$ cat src/rtl/dram_pkg.sv
package dram_pkg;
  typedef enum logic [2:0] {
    S_IDLE,   // strobes high, precharge counting
    S_RSU,    // row on pins, RAS still high (setup)
    S_RHLD,   // RAS low, row held
    S_CSU,    // column on pins, CAS high (setup)
    S_CLO,    // CAS low
    S_RLO     // refresh: RAS low only
  } seq_state_t;
endpackage

$ cat src/rtl/dram_refresh.sv
module dram_refresh #(
  parameter int ROW_W    = 4,
  parameter int RET_CLKS = 1600
) (
  input  logic             clk,
  input  logic             rst_n,
  input  logic             ref_start,
  output logic             ref_pending,
  output logic [ROW_W-1:0] ref_row,
  output logic             init_done
);
  localparam int ROWS = 1 << ROW_W;
  localparam int REFI = RET_CLKS / ROWS;
  localparam int TW   = $clog2(REFI + 1);

  logic [TW-1:0] tmr;
  logic          pend;
  logic          tick;

  assign tick        = (tmr == TW'(REFI - 1));
  assign ref_pending = pend | ~init_done;

  always_ff @(posedge clk) begin
    if (!rst_n) begin
      tmr       <= '0;
      pend      <= 1'b0;
      ref_row   <= '0;
      init_done <= 1'b0;
    end else begin
      tmr <= tick ? '0 : tmr + 1'b1;
      if (tick)           pend <= 1'b1;
      else if (ref_start) pend <= 1'b0;
      if (ref_start) begin
        ref_row <= ref_row + 1'b1;
        if (ref_row == {ROW_W{1'b1}}) init_done <= 1'b1;
      end
    end
  end

  // refresh row steps by one and wraps
  a_r6_row_step: assert property (@(posedge clk) disable iff (!rst_n)
    ref_start |=> ref_row == $past(ref_row) + 1'b1);

  // interval expiry leaves a refresh pending
  a_r7_tick_pends: assert property (@(posedge clk) disable iff (!rst_n)
    tick |=> ref_pending);
endmodule

$ cat src/rtl/dram_seq.sv
module dram_seq import dram_pkg::*; #(
  parameter int ROW_W    = 4,
  parameter int DATA_W   = 8,
  parameter int T_PRE    = 2,
  parameter int T_SU     = 1,
  parameter int T_HOLD   = 1,
  parameter int T_STROBE = 2
) (
  input  logic                clk,
  input  logic                rst_n,
  input  logic                req_valid,
  output logic                req_ready,
  input  logic                req_write,
  input  logic [2*ROW_W-1:0]  req_addr,
  input  logic [DATA_W-1:0]   req_wdata,
  output logic                rsp_valid,
  output logic [DATA_W-1:0]   rsp_data,
  input  logic                ref_pending,
  input  logic [ROW_W-1:0]    ref_row,
  input  logic                init_done,
  output logic                ref_start,
  output logic [ROW_W-1:0]    ram_addr,
  output logic                ram_ras_n,
  output logic                ram_cas_n,
  output logic                ram_we_n,
  output logic [DATA_W-1:0]   ram_dq_out,
  output logic                ram_dq_oe,
  input  logic [DATA_W-1:0]   ram_dq_in
);
  localparam int CW = $clog2(T_PRE + T_SU + T_HOLD + T_STROBE + 2);

  seq_state_t        st;
  logic [CW-1:0]     cnt;
  logic [ROW_W-1:0]  row_q, col_q;
  logic              wr_q, refr_q, rv_q;
  logic [DATA_W-1:0] wd_q, rd_q;
  logic              pre_ok, last, col_phase, wr_phase;
  int                len;

  always_comb begin
    case (st)
      S_RSU, S_CSU: len = T_SU;
      S_RHLD:       len = T_HOLD;
      default:      len = T_STROBE;
    endcase
  end

  assign last      = (int'(cnt) == len - 1);
  assign pre_ok    = (st == S_IDLE) && (int'(cnt) >= T_PRE - 1);
  assign ref_start = pre_ok && ref_pending;
  assign req_ready = pre_ok && !ref_pending && init_done;

  always_ff @(posedge clk) begin
    if (!rst_n) begin
      st     <= S_IDLE;
      cnt    <= '0;
      row_q  <= '0;
      col_q  <= '0;
      wr_q   <= 1'b0;
      refr_q <= 1'b0;
      wd_q   <= '0;
      rd_q   <= '0;
      rv_q   <= 1'b0;
    end else begin
      rv_q <= 1'b0;
      if (st == S_IDLE) begin
        if (!pre_ok) cnt <= cnt + 1'b1;
        if (ref_start) begin
          row_q  <= ref_row;
          refr_q <= 1'b1;
          wr_q   <= 1'b0;
          cnt    <= '0;
          st     <= S_RSU;
        end else if (req_valid && req_ready) begin
          row_q  <= req_addr[2*ROW_W-1:ROW_W];
          col_q  <= req_addr[ROW_W-1:0];
          wr_q   <= req_write;
          wd_q   <= req_wdata;
          refr_q <= 1'b0;
          cnt    <= '0;
          st     <= S_RSU;
        end
      end else if (!last) begin
        cnt <= cnt + 1'b1;
      end else begin
        cnt <= '0;
        case (st)
          S_RSU:  st <= refr_q ? S_RLO : S_RHLD;
          S_RHLD: st <= S_CSU;
          S_CSU:  st <= S_CLO;
          S_CLO: begin
            if (!wr_q) begin
              rd_q <= ram_dq_in;
              rv_q <= 1'b1;
            end
            st <= S_IDLE;
          end
          default: st <= S_IDLE;
        endcase
      end
    end
  end

  assign col_phase  = (st == S_CSU) || (st == S_CLO);
  assign wr_phase   = col_phase && wr_q;
  assign ram_addr   = col_phase ? col_q : row_q;
  assign ram_ras_n  = (st == S_IDLE) || (st == S_RSU);
  assign ram_cas_n  = (st != S_CLO);
  assign ram_we_n   = !wr_phase;
  assign ram_dq_oe  = wr_phase;
  assign ram_dq_out = wd_q;
  assign rsp_valid  = rv_q;
  assign rsp_data   = rd_q;

  // high-time run of RAS for the precharge check
  logic [CW-1:0] hi_run;
  always_ff @(posedge clk) begin
    if (!rst_n)                         hi_run <= '0;
    else if (!ram_ras_n)                hi_run <= '0;
    else if (hi_run != {CW{1'b1}})      hi_run <= hi_run + 1'b1;
  end

  // RAS precharge honoured before every fall
  a_r9_precharge: assert property (@(posedge clk) disable iff (!rst_n)
    $fell(ram_ras_n) |-> int'(hi_run) >= T_PRE);

  // CAS only inside RAS
  a_r2_cas_inside_ras: assert property (@(posedge clk) disable iff (!rst_n)
    !ram_cas_n |-> !ram_ras_n);

  // row address unchanged across the RAS edge
  a_r3_row_held: assert property (@(posedge clk) disable iff (!rst_n)
    $fell(ram_ras_n) |-> $stable(ram_addr));

  // column address unchanged across the CAS edge
  a_r3_col_held: assert property (@(posedge clk) disable iff (!rst_n)
    $fell(ram_cas_n) |-> $stable(ram_addr));

  // write data driven while CAS is low in a write
  a_r4_data_driven: assert property (@(posedge clk) disable iff (!rst_n)
    (!ram_cas_n && !ram_we_n) |-> ram_dq_oe);

  // read response is a single pulse
  a_r5_rsp_pulse: assert property (@(posedge clk) disable iff (!rst_n)
    rsp_valid |=> !rsp_valid);

  // no second transfer right after one
  a_r11_one_at_a_time: assert property (@(posedge clk) disable iff (!rst_n)
    (req_valid && req_ready) |=> !req_ready);
endmodule

$ cat src/rtl/dram_ctrl.sv
module dram_ctrl #(
  parameter int ROW_W    = 4,
  parameter int DATA_W   = 8,
  parameter int RET_CLKS = 1600,
  parameter int T_PRE    = 2,
  parameter int T_SU     = 1,
  parameter int T_HOLD   = 1,
  parameter int T_STROBE = 2
) (
  input  logic                clk,
  input  logic                rst_n,
  input  logic                req_valid,
  output logic                req_ready,
  input  logic                req_write,
  input  logic [2*ROW_W-1:0]  req_addr,
  input  logic [DATA_W-1:0]   req_wdata,
  output logic                rsp_valid,
  output logic [DATA_W-1:0]   rsp_data,
  output logic [ROW_W-1:0]    ram_addr,
  output logic                ram_ras_n,
  output logic                ram_cas_n,
  output logic                ram_we_n,
  output logic [DATA_W-1:0]   ram_dq_out,
  output logic                ram_dq_oe,
  input  logic [DATA_W-1:0]   ram_dq_in
);
  logic             ref_start, ref_pending, init_done;
  logic [ROW_W-1:0] ref_row;

  dram_refresh #(.ROW_W(ROW_W), .RET_CLKS(RET_CLKS)) u_ref (
    .clk(clk), .rst_n(rst_n), .ref_start(ref_start),
    .ref_pending(ref_pending), .ref_row(ref_row), .init_done(init_done)
  );

  dram_seq #(
    .ROW_W(ROW_W), .DATA_W(DATA_W), .T_PRE(T_PRE), .T_SU(T_SU),
    .T_HOLD(T_HOLD), .T_STROBE(T_STROBE)
  ) u_seq (
    .clk(clk), .rst_n(rst_n),
    .req_valid(req_valid), .req_ready(req_ready), .req_write(req_write),
    .req_addr(req_addr), .req_wdata(req_wdata),
    .rsp_valid(rsp_valid), .rsp_data(rsp_data),
    .ref_pending(ref_pending), .ref_row(ref_row), .init_done(init_done),
    .ref_start(ref_start),
    .ram_addr(ram_addr), .ram_ras_n(ram_ras_n), .ram_cas_n(ram_cas_n),
    .ram_we_n(ram_we_n), .ram_dq_out(ram_dq_out), .ram_dq_oe(ram_dq_oe),
    .ram_dq_in(ram_dq_in)
  );

  // a pending refresh closes the host port
  a_r8_refresh_first: assert property (@(posedge clk) disable iff (!rst_n)
    ref_pending |-> !req_ready);

  // host port closed until the first full pass
  a_r10_init_gate: assert property (@(posedge clk) disable iff (!rst_n)
    req_ready |-> init_done);
endmodule

$ cat config.mk
export PLATFORM = sky130hd
export DESIGN_NAME = dram_ctrl
export DESIGN_NICKNAME = d
export VERILOG_FILES = /design/src/rtl/dram_pkg.sv /design/src/rtl/dram_refresh.sv /design/src/rtl/dram_seq.sv /design/src/rtl/dram_ctrl.sv
export SDC_FILE = /design/constraint.sdc
export NUM_CORES = 1
export LEC_CHECK = 0
export CORE_MARGIN = 2
export CORE_UTILIZATION = 40
export DETAILED_ROUTE_END_ITERATION = 8
export DONT_BUFFER_PORTS = 1
export HOLD_SLACK_MARGIN = 0.12
export MAX_ROUTING_LAYER = met4
export PLACE_DENSITY_LB_ADDON = 0.2
export SKIP_CTS_REPAIR_TIMING = 1
export SYNTH_ARGS = -nofsm -noshare
export SYNTH_HDL_FRONTEND = slang
export SYNTH_SLANG_ARGS = --single-unit
$ cat constraint.sdc
create_clock -name clk -period 2.3 [get_ports clk]
set_input_delay 0.23 -clock clk [delete_from_list [all_inputs] [get_ports clk]]
set_output_delay 0.23 -clock clk [all_outputs]
set_load 0.02 [all_outputs]
# After elaboration in Yosys (flattened, before gate mapping)

Index checks and enable logic that the tools add are counted.
Widths: inputs -> output; s select.

Bits in registers: 46
Bits of input ports: 28
Output and inout bits: 26
Word-level logic and storage cells: 80

Add/subtract/negate cells: 4
Magnitude comparators: 1
Equality and inequality tests: 10
Muxes and demuxes: 22
Bitwise operators: 8
Reduce and logical (&&, ||, !) cells: 22

Operators by type and width:

| kind                | number |
|---|---|
| $eq 4x32->1         | 1 |
| $mux 3              | 10 |
| $mux 4              | 3 |
| $pmux 3 s3          | 1 |
| $add 7x1->7 const B | 1 |
| $eq 7x7->1 const B  | 1 |
| $mux 1              | 7 |
| $not 1->1           | 7 |
| $eq 3x2->1 const B  | 2 |
| $logic_and 1x1->1   | 6 |
| $ne 3x3->1 const B  | 2 |
| $reduce_and 2->1    | 3 |
| $reduce_bool 2->1   | 3 |
| $add 4x1->4 const B | 1 |
| $eq 4x4->1 const B  | 1 |
| $ne 4x4->1 const B  | 1 |
| $reduce_and 4->1    | 1 |
| $reduce_or 4->1     | 1 |
| $add 3x1->3 const B | 1 |
| $eq 3x1->1 const B  | 1 |
| $eq 3x3->1 const B  | 1 |
| $ge 3x1->1 const B  | 1 |
| $logic_not 3->1     | 1 |
| $reduce_and 3->1    | 1 |
| 7 further kinds     | 9 |

# Logic depth before layout (Yosys ltp)

Gate-level depths: netlist of the first run.

Word-level depth: 9
Depth in mapped cells: 10
Depth with buffers taken out: 8

# Modules after synthesis

A second synthesis of the first run with hierarchy kept.

Cells, all modules: 228
Area total of the unflattened synthesis: 2031.9 µm²

Modules (own cells, without submodules):

| module       | times used | cells an instance | area each (µm²) |
|---|---|---|---|
| dram_seq     | 1          | 172               | 1500.2 |
| dram_refresh | 1          | 56                | 531.8 |

# Worst setup path before layout of the first run

No wires, ideal clock.

Path type: register to register
From: reg u_seq.st[1]
To: reg u_seq.wr_q
Setup time: 142 ps
Arrival time: 1760 ps
Setup slack: 399 ps
Cell stages (with the launch flop): 9
Path buffers: 2
Clock period less this slack: 1901 ps
Path through: dfxtp_1 > buf_6 > or3_4 > or3_4 > inv_2 > and2_1 > buf_6 > mux2i_1 > nor3_2

Cells in the longest elaborated chain, start to end: 7

Ends and longest elaborated chain:

| what                               | line            | RTL |
|---|---|---|
| start, declared                    | dram_seq.sv:32  | `seq_state_t st;` |
| start signal, assigned             | dram_seq.sv:88  | `S_RSU: st <= refr_q ? S_RLO : S_RHLD;` |
| $logic_not 3->1                    | dram_seq.sv:49  | `assign pre_ok = (st == S_IDLE) && (int'(cnt) >= T_PRE - 1);` |
| $logic_and 1x1->1                  | dram_seq.sv:49  |  |
| $logic_and 1x1->1 (2 in series)    | dram_seq.sv:51  | `assign req_ready = pre_ok && !ref_pending && init_done;` |
| net req_ready                      | dram_ctrl.sv:13 | `output logic req_ready,` |
| $logic_and 1x1->1                  | dram_seq.sv:74  | `end else if (req_valid && req_ready) begin` |
| $reduce_bool 2->1 (no source line) | --              |  |
| $reduce_and 2->1 (no source line)  | --              |  |
| end signal, assigned               | dram_seq.sv:77  | `wr_q <= req_write;` |
| end, declared                      | dram_seq.sv:35  | `logic wr_q, refr_q, rv_q;` |

The timed path passes the listed nets, and every way through them passes these cells.
A chain may end at the register's enable or synchronous reset.

# Worst setup path after layout of the first run

From: reg u_seq.st[0]
To: reg u_seq.wd_q[2], in the netlist u_seq.ram_dq_out[2]

Cells in the longest elaborated chain, start to end: 6

Ends and longest elaborated chain:

| what                                  | line                           | RTL |
|---|---|---|
| $logic_not 3->1 (*)                   | dram_seq.sv:49, dram_seq.sv:66 |  |
| $logic_and 1x1->1                     | dram_seq.sv:49                 |  |
| $logic_and 1x1->1 (2 in series)       | dram_seq.sv:51                 |  |
| $logic_and 1x1->1                     | dram_seq.sv:74                 |  |
| $reduce_and 3->1 (no source line) (*) | --                             |  |
| end signal, assigned                  | dram_seq.sv:78                 | `wd_q <= req_wdata;` |
| end, declared                         | dram_seq.sv:36                 | `logic [DATA_W-1:0] wd_q, rd_q;` |

Every way passes the cells marked *; elsewhere a longest branch is shown, timed or not.

==> results of run 1 <==
registers in the layout (all words and copies together) (netlist names):
register and cells:
u_ref.pend 1, u_seq.row_q 4, u_seq.refr_q 1, u_ref.tmr 7, u_ref.init_done 1, u_seq.cnt 3
u_seq.st 3, u_seq.rsp_data 8, u_seq.rsp_valid 1, u_seq.col_q 4, u_seq.ram_dq_out 8, u_seq.wr_q 1
u_ref.ref_row 4
layout make-up:
cell class              count  area (sq um)  area share (%)
flip-flops and latches     46           921            39.9
repair buffers             30           283            12.2
inverters                   5          18.8           0.813
clock inverters             1          5.00           0.217
clock buffers               7          86.3            3.74
well taps                  54          67.6            2.93
multi-input cells         159           928            40.2
power breakdown:
part           switching, uW  internal, uW
combinational            350           292
clock                    256           243
sequential              85.7           876
through the flow:
step | setup slack, ps | std cells | instance area [sq um] | utilization, %
3_5_place_dp | 259 | 271 | 1980 | 42.3
4_1_cts | 128 | 279 | 2080 | 44.2
6_report | 265 | 302 | 2310 | 49.2
3_3_place_gp | 296 | 271 | 1980 | 42.3
2_1_floorplan | 399 | 219 | 1930 | -
5_1_grt | 108 | 302 | 2310 | 49.2
worst paths after layout:
| kind | endpoint | slack [ps] |
|---|---|---|
| setup / recovery | u_seq.ram_dq_out[2]$_SDFFE_PN0P_ | 260 |
| hold / removal | u_seq.row_q[1]$_SDFFE_PN0P_ | 110 |
| setup reg to reg | u_seq.ram_dq_out[2]$_SDFFE_PN0P_ | 260 |
| hold reg to reg | u_ref.pend$_SDFFE_PN0P_ | 460 |
per-layer routing:
layer	vias to the layer above	GRT usage, %	wire length (um)
met5	-	-	0
met3	4	5.76	215
met4	0	5.45	53
li1	792	-	-
met1	662	18.5	1900
met2	42	23.8	1910
worst register-to-register path: stages (launching register included):
cell and delay [ps]:
dfxtp_1 370, or3_4 400, or3_4 390, inv_2 70, and2_1 350, buf_4 230
nand2_1 70, a21oi_2 100
cells by family (layout without fill, tap and decap cells):
kind of cell | after synthesis | after routing | synth area share, %
buf+inv | 14 | 43 | 4.41
mux | 15 | 15 | 8.04
fa+ha+maj | 4 | 4 | 2.59
xor+xnor | 10 | 10 | 4.54
compound gates | 33 | 33 | 10.2
flops | 46 | 46 | 47.7
simple gates | 97 | 97 | 22.6
layout by cell type (no fill, tap or decap), types with 6 or more instances in the layout:
cell type      synthesis  routed
dfxtp_1               46      46
dlygate4sd3_1          0      23
mux2i_1               11      11
buf_4                  0       7
a21oi_1               15      15
o21ai_0                6       6
clkbuf_8               0       6
nand2_1               44      44
xor2_1                 6       6
nor2_1                31      31
==> run_summary.xml, run 1 <==
<?xml version="1.0" encoding="UTF-8"?>
<metrics>
  <group name="global_route">
    <metric name="global_route_wire_length_before_repair" unit="mm">6.08</metric>
    <metric name="grt_overflow" unit="">0</metric>
    <metric name="antenna_found_initial" unit="">0</metric>
    <metric name="first_global_vias" unit="">1308</metric>
    <metric name="grt_start_max_net_pins" unit="">22</metric>
    <metric name="gr-usage-all-layers" unit="%">15.5</metric>
  </group>
  <group name="synthesis">
    <metric name="synthesis.instances" unit="">219</metric>
    <metric name="synth_cell_area" unit="sq um">1930</metric>
    <metric name="synth_flop_cell" unit="">dfxtp_1</metric>
    <metric name="netlist.area_leader.share" unit="%">47.7</metric>
    <metric name="synth.top_cells.by_area" unit="">dfxtp_1 48%, nand2_1 8.6%, nor2_1 6.0%</metric>
    <metric name="number_of_flops_mapped_to_enable_cells_by_yosys" unit="">0</metric>
    <metric name="syn-mean-instance-area" unit="sq um">8.82</metric>
    <metric name="synth_most_common_cell" unit="">dfxtp_1</metric>
    <metric name="synth_cell_type_count" unit="">36</metric>
    <metric name="async_set_reset_flop_share_out_of_synthesis" unit="%">0</metric>
    <metric name="synth_area_leader_cell" unit="">dfxtp_1</metric>
    <metric name="synth_warnings" unit="">0</metric>
    <metric name="yosysSeqAreaShare" unit="%">47.7</metric>
    <metric name="yosys-top-cells-count" unit="">46 x dfxtp_1, 44 x nand2_1, 31 x nor2_1</metric>
    <metric name="ys_seq_elements" unit="">46</metric>
    <metric name="mappedNetlistNets" unit="">251</metric>
  </group>
  <group name="sta">
    <metric name="relSlewSlack" unit="%">56.1</metric>
    <metric name="holdWs" unit="ps">111</metric>
    <metric name="post-route-period-util" unit="%">88.5</metric>
    <metric name="totalNegativeSetupSlack" unit="ps">0</metric>
    <metric name="unrepaired_setup_endpoints_after_global_routing" unit="">false</metric>
    <metric name="achievable-frequency" unit="GHz">0.491</metric>
    <metric name="min_period" unit="ps">2040</metric>
    <metric name="report.final.slew_viol_count" unit="">0</metric>
    <metric name="worst_slew_pin_slew" unit="ps">658</metric>
    <metric name="clock-skew-final" unit="ps">4.20</metric>
    <metric name="setup_viol" unit="">0</metric>
    <metric name="final-hold-violation-count" unit="">0</metric>
  </group>
  <group name="critical_path">
    <metric name="r2r-start" unit="">u_seq.st[0]$_SDFFE_PN0P_</metric>
    <metric name="crit_path_max_incr_delay" unit="ps">400</metric>
    <metric name="crit_path_end_kind" unit="">flip-flop</metric>
    <metric name="crit_path_cell_trace" unit="">or3_4 -&gt; or3_4 -&gt; inv_2 -&gt; and2_1 -&gt; buf_4 -&gt; nand2_1 -&gt; a21oi_2</metric>
    <metric name="worst_setup_path_startpoint" unit="">u_seq.st[0]$_SDFFE_PN0P_</metric>
    <metric name="timing_worst_setup_path_type" unit="">flip-flop to flip-flop</metric>
    <metric name="timing.critical_path.depth" unit="">7</metric>
    <metric name="cp_data_required_time" unit="ps">2530</metric>
    <metric name="cp_num_buf_inv" unit="">2</metric>
    <metric name="timing.critical_path.mode_cell" unit="">or3_4</metric>
    <metric name="crit_fanout" unit="">10</metric>
    <metric name="worst_setup_path_start_kind" unit="">flip-flop</metric>
    <metric name="cp_slowest_cell" unit="">or3_4</metric>
    <metric name="worst_ep_arrival_time" unit="ps">2270</metric>
    <metric name="critPathTopFamily" unit="">simple AND/OR/NAND/NOR gates</metric>
    <metric name="worst-r2r-cell-count" unit="">7</metric>
  </group>
  <group name="min_path">
    <metric name="worst_hold_path.num_cells" unit="">2</metric>
    <metric name="worstHoldStart" unit="">req_addr[5]</metric>
    <metric name="hold_class" unit="">input port to flip-flop</metric>
  </group>
  <group name="die">
    <metric name="start_util" unit="%">41.1</metric>
    <metric name="die_height" unit="um">73.5</metric>
    <metric name="core_rows" unit="">25</metric>
    <metric name="area_of_the_core_region" unit="sq um">4690</metric>
    <metric name="die_width" unit="um">73.5</metric>
    <metric name="die_area" unit="sq um">5400</metric>
    <metric name="ioPinCount" unit="">54</metric>
  </group>
  <group name="power_and_ir_drop">
    <metric name="power_leakage" unit="uW">0.000938</metric>
    <metric name="vdd_ir_drop_max" unit="mV">0.520</metric>
    <metric name="total_power" unit="uW">2100</metric>
    <metric name="power_per_cell_area" unit="nW/um^2">910</metric>
  </group>
  <group name="clock_tree">
    <metric name="worst_skew_pair.late_latency" unit="ps">290</metric>
    <metric name="htreeDepth" unit="">2</metric>
    <metric name="cts.clk_slew.worst_paths" unit="ps">80</metric>
    <metric name="clkSinkCount" unit="">46</metric>
    <metric name="clock_root_buffer_master" unit="">clkbuf_8</metric>
    <metric name="cts.path.max_buffers" unit="">2</metric>
    <metric name="cts_made_buffers" unit="">5</metric>
    <metric name="tritoncts" unit="">built</metric>
  </group>
  <group name="final_layout">
    <metric name="final_stage_net_count" unit="">279</metric>
    <metric name="total_inserted_antenna_cells" unit="">0</metric>
    <metric name="fillers" unit="">458</metric>
    <metric name="synthToLayoutAreaGrowth" unit="%">19.6</metric>
    <metric name="post_route_cells_drive_above_1_share" unit="%">11.3</metric>
  </group>
  <group name="drt">
    <metric name="ant_nets" unit="">0</metric>
    <metric name="drc" unit="">0</metric>
    <metric name="route.detailed.vias_per_inst" unit="">4.97</metric>
    <metric name="routed_wire_length_per_instance" unit="um">13.5</metric>
    <metric name="dr.first_iter.drc_count" unit="">28</metric>
    <metric name="drt_pass1_iterations" unit="">4</metric>
    <metric name="dr_total_vias" unit="">1500</metric>
    <metric name="final_wirelength" unit="mm">4.08</metric>
  </group>
  <group name="placed_design">
    <metric name="gpl.final_weighted_congestion" unit="">0.789</metric>
    <metric name="buffer_ports.inserted" unit="">0</metric>
    <metric name="dp.final_hpwl" unit="mm">2.66</metric>
  </group>
  <group name="run">
    <metric name="drv.max_cap_violation_count" unit="">0</metric>
  </group>
  <group name="outcome">
    <metric name="status" unit="">finished, final reports clean</metric>
  </group>
</metrics>
No activity file was read; power rests on OpenSTA's default activity.
==> run 2, diff against run 1 <==
Settings changed: CORE_ASPECT_RATIO set to 0.9.
==> run 2 against run 1 <==
Clock skew is 7.9 ps higher. Core utilization is 1.9 points higher. First-iteration DRC count is 89% higher. Total power is 1.4% higher. Sequential share of layout area is 0.28 points lower. Critical path type is now flip-flop to primary output. Largest power group unchanged.
==> run_summary.xml, run 2 (same netlist as run 1, synthesis figures left out) <==
<?xml version="1.0" encoding="UTF-8"?>
<metrics>
  <group name="outcome">
    <metric name="status" unit="">finished, final reports clean</metric>
  </group>
  <group name="clock_tree">
    <metric name="cts.path.max_buffers" unit="">2</metric>
    <metric name="htreeDepth" unit="">2</metric>
    <metric name="cts.clk_slew.worst_paths" unit="ps">80</metric>
    <metric name="clkSinkCount" unit="">46</metric>
    <metric name="tritoncts" unit="">built</metric>
    <metric name="worst_skew_pair.late_latency" unit="ps">300</metric>
    <metric name="cts_made_buffers" unit="">5</metric>
    <metric name="clock_root_buffer_master" unit="">clkbuf_8</metric>
  </group>
  <group name="power_and_ir_drop">
    <metric name="power_frac_comb" unit="%">30.1</metric>
    <metric name="clockPowerShare" unit="%">24.9</metric>
    <metric name="p_seq_share" unit="%">45.0</metric>
    <metric name="power_leakage" unit="uW">0.000935</metric>
    <metric name="vdd_ir_drop_max" unit="mV">0.436</metric>
    <metric name="power_per_cell_area" unit="nW/um^2">916</metric>
    <metric name="power.share.switching" unit="%">33.6</metric>
    <metric name="power_switching" unit="uW">716</metric>
    <metric name="p_int" unit="uW">1420</metric>
  </group>
  <group name="sta">
    <metric name="final-hold-violation-count" unit="">0</metric>
    <metric name="relSlewSlack" unit="%">62.5</metric>
    <metric name="clock-skew-final" unit="ps">12.1</metric>
    <metric name="post-route-period-util" unit="%">93.1</metric>
    <metric name="worst_slew_pin_slew" unit="ps">559</metric>
    <metric name="report.final.slew_viol_count" unit="">0</metric>
    <metric name="achievable-frequency" unit="GHz">0.467</metric>
    <metric name="min_period" unit="ps">2140</metric>
    <metric name="totalNegativeSetupSlack" unit="ps">0</metric>
    <metric name="setup_ws" unit="ps">159</metric>
    <metric name="unrepaired_setup_endpoints_after_global_routing" unit="">false</metric>
    <metric name="setup_viol" unit="">0</metric>
  </group>
  <group name="drt">
    <metric name="dr_total_vias" unit="">1524</metric>
    <metric name="final_wirelength" unit="mm">3.99</metric>
    <metric name="route.detailed.vias_per_inst" unit="">4.92</metric>
    <metric name="ant_nets" unit="">0</metric>
    <metric name="dr.first_iter.drc_count" unit="">53</metric>
    <metric name="drc" unit="">0</metric>
    <metric name="routed_wire_length_per_instance" unit="um">12.9</metric>
    <metric name="drt_pass1_iterations" unit="">4</metric>
  </group>
  <group name="final_layout">
    <metric name="layout.cells.most_common" unit="">dfxtp_1</metric>
    <metric name="instances_no_fill" unit="">310</metric>
    <metric name="layout_common_cells" unit="">46 x dfxtp_1, 44 x nand2_1, 31 x nor2_1</metric>
    <metric name="total_inserted_antenna_cells" unit="">0</metric>
    <metric name="synthToLayoutAreaGrowth" unit="%">20.5</metric>
    <metric name="fillers" unit="">458</metric>
    <metric name="final_stage_net_count" unit="">279</metric>
    <metric name="post_route_cells_drive_above_1_share" unit="%">10.9</metric>
  </group>
  <group name="placed_design">
    <metric name="buffer_ports.inserted" unit="">0</metric>
    <metric name="dp.final_hpwl" unit="mm">2.64</metric>
    <metric name="placement.setup.worst_slack" unit="ps">345</metric>
    <metric name="gpl.final_weighted_congestion" unit="">0.766</metric>
    <metric name="place.detailed.instances" unit="">278</metric>
  </group>
  <group name="die">
    <metric name="die_width" unit="um">77.2</metric>
    <metric name="area_of_the_core_region" unit="sq um">4550</metric>
    <metric name="start_util" unit="%">42.5</metric>
    <metric name="core_rows" unit="">23</metric>
    <metric name="die_area" unit="sq um">5400</metric>
    <metric name="ioPinCount" unit="">54</metric>
    <metric name="die_height" unit="um">69.9</metric>
  </group>
  <group name="global_route">
    <metric name="antenna_found_initial" unit="">0</metric>
    <metric name="gr-usage-all-layers" unit="%">15.5</metric>
    <metric name="global_route_wire_length_before_repair" unit="mm">6.37</metric>
    <metric name="first_global_vias" unit="">1360</metric>
    <metric name="grt_overflow" unit="">0</metric>
    <metric name="grt_start_max_net_pins" unit="">21</metric>
  </group>
  <group name="min_path">
    <metric name="hold_class" unit="">input port to flip-flop</metric>
  </group>
  <group name="critical_path">
    <metric name="crit_path_end_kind" unit="">primary output</metric>
    <metric name="crit_fanout" unit="">8</metric>
    <metric name="worst_setup_path_start_kind" unit="">flip-flop</metric>
    <metric name="timing_worst_setup_path_type" unit="">flip-flop to primary output</metric>
    <metric name="cp_data_required_time" unit="ps">2070</metric>
    <metric name="worst_ep_arrival_time" unit="ps">1910</metric>
  </group>
  <group name="run">
    <metric name="drv.max_cap_violation_count" unit="">0</metric>
  </group>
</metrics>
-- run 2: cell type report --
type / instances / area, sq um / area share [%]
Tap cell: 62 / 77.6 / 3.34
Clock buffer: 6 / 82.6 / 3.55
Sequential cell: 46 / 921 / 39.6
Clock inverter: 2 / 16.3 / 0.699
Timing Repair Buffer: 30 / 285 / 12.3
Inverter: 5 / 18.8 / 0.807
Multi-Input combinational cell: 159 / 925 / 39.8
-- run 2: worst paths after layout --
kind | startpoint | depth (start not counted) | slack (ps) | end
setup / recovery | u_seq.st[0]$_SDFFE_PN0P_ | 4 | 160 | ram_addr[1]
hold / removal | ram_dq_in[1] | 2 | 80 | u_seq.rsp_data[1]$_SDFFE_PN0P_
hold reg to reg | u_seq.col_q[3]$_SDFFE_PN0P_ | 2 | 460 | u_seq.col_q[3]$_SDFFE_PN0P_
setup reg to reg | u_seq.st[0]$_SDFFE_PN0P_ | 7 | 290 | u_seq.row_q[3]$_SDFFE_PN0P_
-- run 2: worst max-delay path: stages (launching register included) --
cell and delay [ps]:
dfxtp_1 380, nor2_1 200, nand2_1 200, o21ai_1 370
mux2_2 470
-- run 2: layer usage --
metal	up-vias	global-route usage (%)	routed length (um)
met2	51	22.6	1780
met1	683	19.4	1890
met3	4	5.94	257
met5	-	-	0
met4	0	5.95	60
li1	786	-	-
-- run 2: through the flow --
stage | utilization [%] | cell area (sq um) | power [uW] | hold WS, ps
2_1_floorplan | - | 1930 | 1460 | 366
3_3_place_gp | 43.7 | 1990 | 1590 | 366
3_5_place_dp | 43.7 | 1990 | 1580 | 374
4_1_cts | 45.9 | 2090 | 2120 | 42.7
5_1_grt | 51.2 | 2330 | 2280 | 126
6_report | 51.2 | 2330 | 2130 | 84.7
-- run 2: power groups by stage --
stage	clock, uW	combinational [uW]	sequential, uW
after floorplan	0	517	947
after global placement	0	610	975
after detailed placement	0	607	978
after CTS	551	612	958
after global routing	581	721	975
final	531	640	959
